[src/rtl/sdec_pkg.sv]
package sdec_pkg;

  typedef enum logic [1:0] {
    SQ_IDLE  = 2'd0,
    SQ_SHIFT = 2'd1,
    SQ_CAPT  = 2'd2
  } sq_state_t;

endpackage

[src/rtl/sdec_chain.sv]
module sdec_chain #(
  parameter int LEN = 100
) (
  input  logic clk,
  input  logic rst_n,
  input  logic en,
  input  logic si,
  output logic so
);

  logic [LEN-1:0] cells_q;
  logic [LEN-1:0] cells_d;

  always_comb begin
    cells_d[0] = si;
    for (int j = 1; j < LEN; j++) begin
      cells_d[j] = cells_q[j-1];
    end
  end

  always_ff @(posedge clk or negedge rst_n) begin
    if (!rst_n) begin
      cells_q <= '0;
    end else if (en) begin
      cells_q <= cells_d;
    end
  end

  assign so = cells_q[LEN-1];

endmodule

[src/rtl/sdec_seq.sv]
module sdec_seq
  import sdec_pkg::*;
#(
  parameter int SHIFTS = 8
) (
  input  logic clk,
  input  logic rst_n,
  input  logic start,
  output logic scan_en,
  output logic bit_req,
  output logic ring_en,
  output logic done
);

  localparam int CW = (SHIFTS > 1) ? $clog2(SHIFTS) : 1;
  localparam logic [CW-1:0] LAST = CW'(SHIFTS - 1);

  sq_state_t     state_q, state_d;
  logic [CW-1:0] cnt_q, cnt_d;
  logic          done_q, done_d;

  always_comb begin
    state_d = state_q;
    cnt_d   = cnt_q;
    done_d  = 1'b0;
    unique case (state_q)
      SQ_IDLE: begin
        if (start) begin
          state_d = SQ_SHIFT;
          cnt_d   = '0;
        end
      end
      SQ_SHIFT: begin
        if (cnt_q == LAST) begin
          state_d = SQ_CAPT;
        end else begin
          cnt_d = cnt_q + 1'b1;
        end
      end
      SQ_CAPT: begin
        done_d = 1'b1;
        cnt_d  = '0;
        state_d = start ? SQ_SHIFT : SQ_IDLE;
      end
      default: begin
        state_d = SQ_IDLE;
      end
    endcase
  end

  always_ff @(posedge clk or negedge rst_n) begin
    if (!rst_n) begin
      state_q <= SQ_IDLE;
      cnt_q   <= '0;
      done_q  <= 1'b0;
    end else begin
      state_q <= state_d;
      cnt_q   <= cnt_d;
      done_q  <= done_d;
    end
  end

  assign scan_en = (state_q == SQ_SHIFT);
  assign bit_req = (state_q == SQ_CAPT);
  assign ring_en = (state_q != SQ_IDLE);
  assign done    = done_q;

  // the burst ends after the last count in a single capture cycle
  p_burst_end_r3: assert property (@(posedge clk) disable iff (!rst_n)
    (state_q == SQ_SHIFT && cnt_q == LAST) |=> (state_q == SQ_CAPT));

  p_single_capt_r3: assert property (@(posedge clk) disable iff (!rst_n)
    (state_q == SQ_CAPT) |=> (state_q != SQ_CAPT));

  // start held in capture relaunches a burst from count zero
  p_relaunch_r9: assert property (@(posedge clk) disable iff (!rst_n)
    (state_q == SQ_CAPT && start) |=> (state_q == SQ_SHIFT && cnt_q == '0));

endmodule

[src/rtl/sdec_ring.sv]
module sdec_ring #(
  parameter int NT = 4,
  parameter int TL = 100,
  parameter int NC = 3,
  parameter int FB = 1
) (
  input  logic          clk,
  input  logic          rst_n,
  input  logic          en,
  input  logic          circ,
  input  logic          ext_bit,
  output logic [NC-1:0] taps,
  output logic          so
);

  logic [NT:0] link;
  logic        fb_out;

  assign link[0] = circ ? fb_out : ext_bit;

  for (genvar c = 0; c < NT; c++) begin : g_chain
    sdec_chain #(.LEN(TL)) chain_i (
      .clk   (clk),
      .rst_n (rst_n),
      .en    (en),
      .si    (link[c]),
      .so    (link[c+1])
    );
    if (c < NC) begin : g_tap
      assign taps[c] = link[c+1];
    end
  end

  assign so = link[NT];

  if (FB > 0) begin : g_fb
    sdec_chain #(.LEN(FB)) fb_i (
      .clk   (clk),
      .rst_n (rst_n),
      .en    (en),
      .si    (link[NT]),
      .so    (fb_out)
    );
  end else begin : g_nofb
    assign fb_out = link[NT];
  end

  // an idle ring shows frozen tap and serial outputs
  p_hold_idle_r2: assert property (@(posedge clk) disable iff (!rst_n)
    !en |=> ($stable(so) && $stable(taps)));

endmodule

[src/rtl/sdec_cut.sv]
module sdec_cut #(
  parameter int NC = 3,
  parameter int CL = 8
) (
  input  logic             clk,
  input  logic             rst_n,
  input  logic             en,
  input  logic [NC-1:0]    si,
  output logic [NC*CL-1:0] state
);

  logic [NC*CL-1:0] state_q, state_d;

  always_comb begin
    for (int k = 0; k < NC; k++) begin
      state_d[k*CL] = si[k];
      for (int j = 1; j < CL; j++) begin
        state_d[k*CL+j] = state_q[k*CL+j-1];
      end
    end
  end

  always_ff @(posedge clk or negedge rst_n) begin
    if (!rst_n) begin
      state_q <= '0;
    end else if (en) begin
      state_q <= state_d;
    end
  end

  assign state = state_q;

endmodule

[src/rtl/scan_reuse_decomp.sv]
module scan_reuse_decomp #(
  parameter int NUM_TCH  = 4,
  parameter int TCH_LEN  = 100,
  parameter int NUM_CCH  = 3,
  parameter int CCH_LEN  = 8,
  parameter int FB_FLOPS = 1
) (
  input  logic                       clk,
  input  logic                       rst_n,
  input  logic                       start,
  input  logic                       ext_bit,
  output logic                       bit_req,
  output logic                       scan_en,
  output logic                       pattern_done,
  output logic                       tester_so,
  output logic [NUM_CCH-1:0]         cut_si,
  output logic [NUM_CCH*CCH_LEN-1:0] cut_state
);

  localparam int RING_LEN = NUM_TCH * TCH_LEN + FB_FLOPS;

  logic ring_en;

  sdec_seq #(.SHIFTS(CCH_LEN)) seq_i (
    .clk     (clk),
    .rst_n   (rst_n),
    .start   (start),
    .scan_en (scan_en),
    .bit_req (bit_req),
    .ring_en (ring_en),
    .done    (pattern_done)
  );

  sdec_ring #(
    .NT (NUM_TCH),
    .TL (TCH_LEN),
    .NC (NUM_CCH),
    .FB (FB_FLOPS)
  ) ring_i (
    .clk     (clk),
    .rst_n   (rst_n),
    .en      (ring_en),
    .circ    (scan_en),
    .ext_bit (ext_bit),
    .taps    (cut_si),
    .so      (tester_so)
  );

  sdec_cut #(.NC(NUM_CCH), .CL(CCH_LEN)) cut_i (
    .clk   (clk),
    .rst_n (rst_n),
    .en    (scan_en),
    .si    (cut_si),
    .state (cut_state)
  );

  // capture and circular mode never overlap
  p_mode_excl_r4: assert property (@(posedge clk) disable iff (!rst_n)
    !(scan_en && bit_req));

  // done follows every capture and lasts one cycle
  p_done_after_capt_r8: assert property (@(posedge clk) disable iff (!rst_n)
    bit_req |=> pattern_done);

  p_done_pulse_r8: assert property (@(posedge clk) disable iff (!rst_n)
    pattern_done |=> !pattern_done);

  // the CUT model holds outside shift cycles
  p_cut_hold_r2: assert property (@(posedge clk) disable iff (!rst_n)
    !scan_en |=> $stable(cut_state));

  // each CUT chain loads its own tester tap
  for (genvar k = 0; k < NUM_CCH; k++) begin : g_chk
    p_cut_load_r5: assert property (@(posedge clk) disable iff (!rst_n)
      scan_en |=> (cut_state[k*CCH_LEN] == $past(cut_si[k])));
  end

  initial begin
    assert (RING_LEN > CCH_LEN);
  end

endmodule

[config.mk]
export PLATFORM = sky130hd
export DESIGN_NAME = scan_reuse_decomp
export DESIGN_NICKNAME = d
export VERILOG_FILES = /design/src/rtl/sdec_pkg.sv /design/src/rtl/sdec_chain.sv /design/src/rtl/sdec_seq.sv /design/src/rtl/sdec_ring.sv /design/src/rtl/sdec_cut.sv /design/src/rtl/scan_reuse_decomp.sv
export SDC_FILE = /design/constraint.sdc
export NUM_CORES = 1
export LEC_CHECK = 0
export BUFFER_PORTS_ARGS = -buffer_cell sky130_fd_sc_hd__buf_2
export CORE_ASPECT_RATIO = 0.7
export CORE_UTILIZATION = 40
export CTS_CLUSTER_DIAMETER = 100
export DETAILED_ROUTE_END_ITERATION = 7
export MAX_ROUTING_LAYER = met4
export PLACE_DENSITY = 0.55
export SETUP_SLACK_MARGIN = 0.4
export SKIP_LAST_GASP = 1
export SLEW_MARGIN = 15
export SYNTH_ARGS = -nofsm -noshare
export SYNTH_HDL_FRONTEND = slang
export SYNTH_SLANG_ARGS = --single-unit
[constraint.sdc]
create_clock -name clk -period 3.25 [get_ports clk]
set_input_delay 0.65 -clock clk [delete_from_list [all_inputs] [get_ports clk]]
set_output_delay 0.65 -clock clk [all_outputs]
set_load 0.01 [all_outputs]
### Word-level counts from Yosys, hierarchy flattened

Index checks and enable logic that the tools add are counted.

* register bits: 431
* word-level logic and storage cells: 30
* output and inout port bits: 31

* add/subtract/negate cells: 1
* equality and inequality tests: 6
* reduce and logical (&&, ||, !) cells: 5
* muxes and demuxes: 9

Operators by type and width (number)
* 3-bit one-hot mux with 3 select lines: 1
* 3-bit 2-to-1 mux: 2
* 2-bit inequality test, second input constant: 3
* 2-bit one-hot mux with 3 select lines: 1
* 2-bit 2-to-1 mux: 2
* 3-bit by 1-bit adder with 3-bit output, second input constant: 1
* 3-bit equality test, second input constant: 1
* 1-bit 2-to-1 mux: 3
* 3-bit AND reduction: 1
* 3-bit nonzero test: 1
* 2-bit by 1-bit equality test with 1-bit output, second input constant: 1
* 2-bit equality test, second input constant: 1
* 2-bit logical NOT: 1
* 2-bit AND reduction: 1
* 2-bit nonzero test: 1

### Depth between registers and ports, before layout

Gate-level depths: netlist of run 1.

* depth in word-level cells: 3
* depth in mapped cells: 4

### Hierarchy

From an unflattened synthesis of run 1, not the netlist that was laid out.

* cells, all modules: 927
* area, all modules: 16503.3 µm²

By module, submodules not included
* sdec_chain at ring_i.g_chain[0].chain_i ...: times used 4, area each 3777.4 µm², sequential area each 2502.4 µm², cells each 211
* sdec_cut: times used 1, area each 997.2 µm², sequential area each 600.6 µm², cells each 51
* sdec_seq: times used 1, area each 319.1 µm², sequential area each 150.1 µm², cells each 26
* sdec_chain at ring_i.g_fb.fb_i: times used 1, area each 40.0 µm², sequential area each 25.0 µm², cells each 2
* sdec_ring: times used 1, area each 37.5 µm², sequential area each 0.0 µm², cells each 4

### Worst setup path after synthesis of run 1

OpenSTA, ideal clock, no wires.

* kind: register to output
* start: register seq_i.state_q[1]
* end: output bit_req
* stages on the path, launching flop included: 3
* arrival: 0.952 ns
* setup slack: 1.648 ns
* buffers on the path: 1
* cell sequence: dfrtp_1 clkbuf_1 nor2b_1

* longest elaborated chain between the ends: 1

Ends and longest elaborated chain
* start: declaration: RTL line sdec_seq.sv:18 `sq_state_t state_q, state_d;`
* start signal: assignment: RTL line sdec_seq.sv:57 `state_q <= state_d;`
* 2-bit equality test: RTL line sdec_seq.sv:64 `assign bit_req = (state_q == SQ_CAPT);`
* end: declaration: RTL line scan_reuse_decomp.sv:12 `output logic bit_req,`

No other way between the ends.

### Final worst setup path of run 1

* start: register seq_i.state_q[0]
* end: output scan_en

* longest elaborated chain between the ends: 1

Ends and longest elaborated chain
* 2-bit by 1-bit equality test with 1-bit output: RTL line sdec_seq.sv:63 `assign scan_en = (state_q == SQ_SHIFT);`
* end: declaration: RTL line scan_reuse_decomp.sv:13 `output logic scan_en,`

No other way between the ends.

==> impl_results.md, run 1 <==
* Die Wd at 243 µm
* Reg clk slew, reported paths at 60 ps
* Die Ht at 171 µm
* Fmax at 0.380 GHz
* Total Wirelength at 21.9 mm
* Slowest cell on crit path: dfrtp_1
* Power per cell area at 671 nW/µm²
* Crit path launch type: flip-flop
* Post-synth top flop: dfrtp_1
* Status: finished, final reports clean
* Largest stage delay, worst path at 640 ps
* First-pass GRT wire length at 38.6 mm
* Synth Warn # at 0
* Register bit total from synthesis at 431
* Antenna violations before repair at 0
* Post-route DRC at 0
* Mux contribution to synthesized area at 29.4%
* Hold Crit Class: in -> async
* Relative slew slack at 54.1%
* Share of layout cells above drive strength 1 at 54.3%
* DR iter-0 viols at 288
* CP Data Arrival Time at 1980 ps
* Total die area at 41,600 µm²
* Wire length per cell at 14.2 µm
* Async S/R FF share, synth at 100%
* Post-CTS Setup Bufs at 0
* RSZ-0062 raised after global routing: no
* Gate Count Post-Synth at 930
* Reg2Reg Setup Slack at 1180 ps
* Top post-synthesis cells by area: dfrtp_1 66%, mux2_2 29%, buf_6 3.2%
* Final setup viols at 0
* DR pass1 iterations at 4
* Simple-Gate Fraction of Synth Area at 0.599%
* Setup TNS at 0 ps
* TritonCTS clock tree: done
* Sequential share of the synthesized area at 66.2%
* Nets@finish at 984
* XOR/XNOR share of the synthesized area at 0%
* Hpwl dp at 12.5 mm
* Most numerous cell in the Yosys netlist: dfrtp_1
* Avg Synthesized Cell Area at 17.5 µm²
* Final period util at 80.9%
* Post-CTS sizing at 0
* Area of the mapped netlist at 16,300 µm²
* Vias in the first global route at 7,550
* GRT Overall Usage at 11.5%
* Top cell type's share of synthesized area at 66.2%
* Largest net degree at the start of global routing at 98
* Leakage at 0.00936 µW
* Max-capacitance violation count at 0
* Final Power at 12,300 µW
* Yosys top cell by area: dfrtp_1
* WP data required at 2600 ps
* Critical path, cell by cell: nor2b_4, buf_2
* CTS H-Tree Depth at 2
* Final Hold Fails at 0
* Number of routed nets with antenna violations at 0
* Clk_lat worst skew at 540 ps
* Post-synth EDFFs at 0
* Via-to-Cell Ratio at 4.71
* CP startpoint: seq_i.state_q[0]$_DFFE_PN0P_
* Maximum VDD drop at 0.462 mV
* Yosys cell types at 19
* Core area at 39,900 µm²
* Max-slew violation count at 0
* Worst-case clock skew at 13.6 ps
* Inserted Clock Buffers at 42
* Core Rows at 61
* CP max FO at 14
* Post-synthesis compound-gate area fraction at 0.261%
* Final Critical Period at 2630 ps
* Post-synth top cells: 431 x dfrtp_1, 425 x mux2_2, 46 x buf_6
* Syn-to-layout area delta at 12.0%
* Antenna diodes at 0
* Synth Area in Adders at 0.153%
* Largest family of logic cells by synthesized area: multiplexers
* Mapped Nets at 936
* Starting Density at 40.8%
* Worst r2r src: seq_i.state_q[0]$_DFFE_PN0P_
* GP Congestion at 0.640
* Port bufs at 34
* Fill cells at 3,473
* CTS Hold Bufs at 0
* Max clock buf depth at 3
* Crit end category: primary output
* Worst Tran Pin Value at 688 ps
* R2R depth at 3
* GR Overflow Total at 0
* Ports at 35
* Post-layout util at 45.8%
* Hold_ws at 116 ps
* Vias at 7,257
* R2r endpoint: ring_i.g_chain[1].chain_i.cells_q[45]$_DFFE_PN0P_
* CP Class: reg -> out
* Root Buffer: clkbuf_16
* Clk sink count at 431
==> cell usage in the layout, fill, tap and decap left out, types with 2 or more instances in the layout <==
master	count
mux2_2	425
ha_1	2
buf_2	33
nand3b_1	2
buf_12	8
clkinv_2	7
dfrtp_1	431
bufinv_16	4
clkbuf_1	9
clkbuf_8	6
o211ai_1	5
clkbuf_16	45
or4b_1	3
buf_4	14
==> worst max path at each step <==
stage               to  slack, ps  cells after the start
2_1_floorplan  bit_req       1650                      2
3_3_place_gp   scan_en       1180                      2
3_5_place_dp   scan_en       1140                      2
4_1_cts        scan_en        540                      2
5_1_grt        scan_en        490                      2
6_report       scan_en        620                      2
==> registers in the layout, indices dropped and copies added, names as in the netlist <==
name	cells
ring_i.g_chain.chain_i.cells_q	400
seq_i.cnt_q	3
ring_i.g_fb.fb_i.so	1
seq_i.done	1
cut_i.state	24
seq_i.state_q	2
==> stage by stage <==
stage	setup WS, ps	cells	instance area [µm²]
final	620	1540	18300
after detailed placement	1140	1469	16900
after global routing	491	1540	18300
after global placement	1180	1469	16900
after floorplan	1650	930	16300
after CTS	542	1540	18300
==> critical path, delay by kind of cell, from the launching register on <==
| family | cells | cell delay [ps] |
|---|---|---|
| DFF | 1 | 640 |
| and+or+nand+nor | 1 | 570 |
| buffers and inverters | 1 | 230 |
==> cell families after synthesis <==
logic type	count (synthesis)
muxes	426
buffers and inverters	52
AOI/OAI and AO/OA	6
and+or+nand+nor	13
DFF	431
adders and majority gates	2
==> routing by layer <==
| metal | up-vias | wire [µm] | global-route usage (%) |
|---|---|---|---|
| met5 | - | 0 | - |
| met4 | 0 | 470 | 3.77 |
| met3 | 42 | 861 | 2.96 |
| met2 | 60 | 9710 | 16.8 |
| met1 | 3767 | 10900 | 15.8 |
| li1 | 3388 | - | - |
==> power by group <==
group          total, µW  leakage, µW  switching (µW)  internal, µW
combinational       1650      0.00266             847           804
sequential          5730      0.00601             135          5590
clock               4890     0.000692            1920          2960
==> area by class of cell <==
class / instances / area [µm²] / area share [%]
Sequential cell: 431 / 10800 / 59.0
Multi-Input combinational cell: 447 / 4970 / 27.2
Clock buffer: 60 / 1240 / 6.80
Clock inverter: 11 / 155 / 0.849
Timing Repair Buffer: 56 / 445 / 2.44
Tap cell: 535 / 669 / 3.66
No activity file was read; power rests on OpenSTA's default activity.
==> run 2: changes to the inputs <==
- clock period: 3.25 -> 2.7 ns (I/O delays scaled with it)
==> run 2 against run 1 <==
Net effect:
- sequential share of layout area hardly changed
- clock skew about the same
- first-iteration DRC count grew 26%
- via count grew 0.36%
- count of clock-buffer cells in the layout increased by 4
- register-to-register slack got worse by 410 ps
- non-clock buffer count stayed put
- global-route usage decreased by 0.15 points
- sequential power increased by 20%
- critical path depth is the same
- final cell count up 0.19%
- critical endpoint is now bit_req
- largest power group unchanged
==> impl_results.md, run 2 (synthesized netlist as in run 1, its figures left out) <==
* Status: finished, final reports clean
* Critical path, cell by cell: nor2b_1, buf_2
* CP startpoint: seq_i.state_q[1]$_DFFE_PN0P_
* Final setup viols at 0 (unchanged)
* WP data required at 2160 ps (-440 ps)
* Seq pwr share at 47.3% (+0.6 points)
* Vias in the first global route at 7,524 (-0.34%)
* Worst-case clock skew at 13.2 ps (-0.413 ps)
* Final Critical Period at 2120 ps
* DR pass1 iterations at 4 (unchanged)
* Post-route DRC at 0 (unchanged)
* R2R depth at 4 (+1)
* Combinational share of power at 14.2% (+0.7 points)
* Hold Crit Class: in -> reg
* Hold_ws at 249 ps (+133 ps)
* Hpwl dp at 12.5 mm (-0.28%)
* Sw Share at 24.1% (+0.41 points)
* Post-CTS sizing at 0 (unchanged)
* Clk sink count at 431 (unchanged)
* Antenna diodes at 0 (unchanged)
* Largest net degree at the start of global routing at 118 (+20%)
* CP max FO at 15 (+1)
* Root Buffer: clkbuf_16
* Fmax at 0.472 GHz
* Core Rows at 61 (unchanged)
* GP Congestion at 0.650 (+1.5%)
* CP Data Arrival Time at 1580 ps (-400 ps)
* Maximum VDD drop at 0.465 mV (+0.59%)
* Vias at 7,283 (+0.36%)
* Max-slew violation count at 0 (unchanged)
* Total Wirelength at 21.7 mm (-0.83%)
* Cell-internal power at 11,100 µW (+18%)
* Number of flip-flops in the largest register at 400 (unchanged)
* CTS H-Tree Depth at 2 (unchanged)
* Nets@finish at 984 (unchanged)
* Relative slew slack at 59.1% (+5.0 points)
* Fill cells at 3,458 (-0.43%)
* GR Overflow Total at 0 (unchanged)
* Setup TNS at 0 ps (unchanged)
* Placed cell areas at 16,900 µm² (+0.28%)
* TritonCTS clock tree: done
* Port bufs at 34 (unchanged)
* Inserted Clock Buffers at 42 (unchanged)
* Slowest cell on crit path: dfrtp_1
* GRT Overall Usage at 11.4% (-0.15 points)
* Crit path launch type: flip-flop
* Top reg by flops: ring_i.g_chain.chain_i.cells_q
* Die Wd at 243 µm (unchanged)
* CP Class: reg -> out
* Wire length per cell at 14.1 µm (-1.0%)
* Die Ht at 171 µm (unchanged)
* Worst Tran Pin Value at 613 ps (-75.3 ps)
* Ports at 35 (unchanged)
* Clk_lat worst skew at 530 ps (about the same)
* Final period util at 78.4%
* R2r endpoint: ring_i.g_chain[2].chain_i.cells_q[7]$_DFFE_PN0P_
* Clock power share at 38.5% (-1.3 points)
* Crit path to: bit_req
* Max clock buf depth at 3 (unchanged)
* Power per cell area at 798 nW/µm² (+19%)
* Max-capacitance violation count at 0 (unchanged)
* Reg2Reg Setup Slack at 770 ps (-410 ps)
* Largest stage delay, worst path at 660 ps (+20 ps)
* P_sw at 3510 µW (+21%)
* Leakage at 0.00935 µW (-0.11%)
* Antenna violations before repair at 0 (unchanged)
* Share of layout cells above drive strength 1 at 54.2% (-0.16 points)
* Final instance area at 18,300 µm² (about the same)
* Worst r2r src: seq_i.state_q[1]$_DFFE_PN0P_
* Place WS at 766 ps (-378 ps)
* Starting Density at 40.8% (unchanged)
* Via-to-Cell Ratio at 4.72 (+0.16%)
* Reg clk slew, reported paths at 60 ps (about the same)
* RSZ-0062 raised after global routing: no
* Number of routed nets with antenna violations at 0 (unchanged)
* Final WS setup at 582 ps (-38.4 ps)
* Commonest non-fill, non-tap cell in the layout: dfrtp_1
* Syn-to-layout area delta at 12.0% (about the same)
* Core area at 39,900 µm² (unchanged)
* DR iter-0 viols at 364 (+26%)
* Final Hold Fails at 0 (unchanged)
* Crit end category: primary output
* Most frequent cells in the layout: 431 x dfrtp_1, 425 x mux2_2, 43 x clkbuf_16, 33 x buf_2, 13 x buf_12
* Total die area at 41,600 µm² (unchanged)
* First-pass GRT wire length at 38.1 mm (-1.3%)
[run 2: cell count changes in the layout (fill, tap and decap cells not counted)]
cell and change:
buf_12 +5, clkbuf_16 -2, bufinv_16 -3, dlygate4sd3_1 +1, clkbuf_8 +4, buf_4 -6
clkbuf_1 +2, inv_6 +1, clkinv_2 +1
[run 2: timing repair]
action / in CTS / in global routing
hold buffers: 1 / 0
endpoints found under the hold margin: 47 / 0
setup buffers: 1 / 0
endpoints found under the setup margin: 1 / 0
[run 2: stage by stage]
stage          cells  power, µW  utilization [%]
4_1_cts         1543      14900             45.8
3_5_place_dp    1467       9120             42.4
3_3_place_gp    1467       9080             42.4
6_report        1543      14600             45.8
2_1_floorplan    930       8900                -
5_1_grt         1543      15300             45.8
[run 2: routing by layer]
| metal | share of wire, % | wire length, µm | global-route usage, % |
|---|---|---|---|
| met1 | 50 | 10900 | 15.9 |
| met2 | 44 | 9500 | 16.3 |
| met3 | 3.6 | 778 | 2.65 |
| met4 | 2.3 | 489 | 3.91 |
| met5 | 0 | 0 | - |
[run 2: layout make-up]
cell class              count  area, µm²  area share, %
clock inverters            10       78.8          0.432
clock buffers              64       1250           6.87
repair buffers             56        510           2.79
flip-flops and latches    431      10800           59.0
well taps                 535        669           3.66
multi-input cells         447       4970           27.2
[run 2: how the worst min path moves through the flow]
stage / start / end / cells past startpoint
after floorplan: rst_n / cut_i.state[0]$_DFFE_PN0P_ / 0
after global placement: ring_i.g_chain[3].chain_i.cells_q[82]$_DFFE_PN0P_ / ring_i.g_chain[3].chain_i.cells_q[83]$_DFFE_PN0P_ / 1
after detailed placement: ring_i.g_chain[1].chain_i.cells_q[64]$_DFFE_PN0P_ / ring_i.g_chain[1].chain_i.cells_q[65]$_DFFE_PN0P_ / 1
after CTS: ext_bit / ring_i.g_chain[0].chain_i.cells_q[0]$_DFFE_PN0P_ / 3
after global routing: ext_bit / ring_i.g_chain[0].chain_i.cells_q[0]$_DFFE_PN0P_ / 3
final: ext_bit / ring_i.g_chain[0].chain_i.cells_q[0]$_DFFE_PN0P_ / 3
[run 2: power by group through the flow]
stage,clock (µW),combinational [µW],sequential (µW)
6_report,5610,2060,6890
5_1_grt,6110,2240,6930
4_1_cts,5870,2120,6890
3_5_place_dp,0,2100,7010
3_3_place_gp,0,2080,7000
2_1_floorplan,0,1950,6940
[run 2: worst max-delay path, delay by kind of cell (launching register included)]
family / cells / cell delay [ps]
and+or+nand+nor: 1 / 240
buffers and inverters: 1 / 160
DFF: 1 / 660
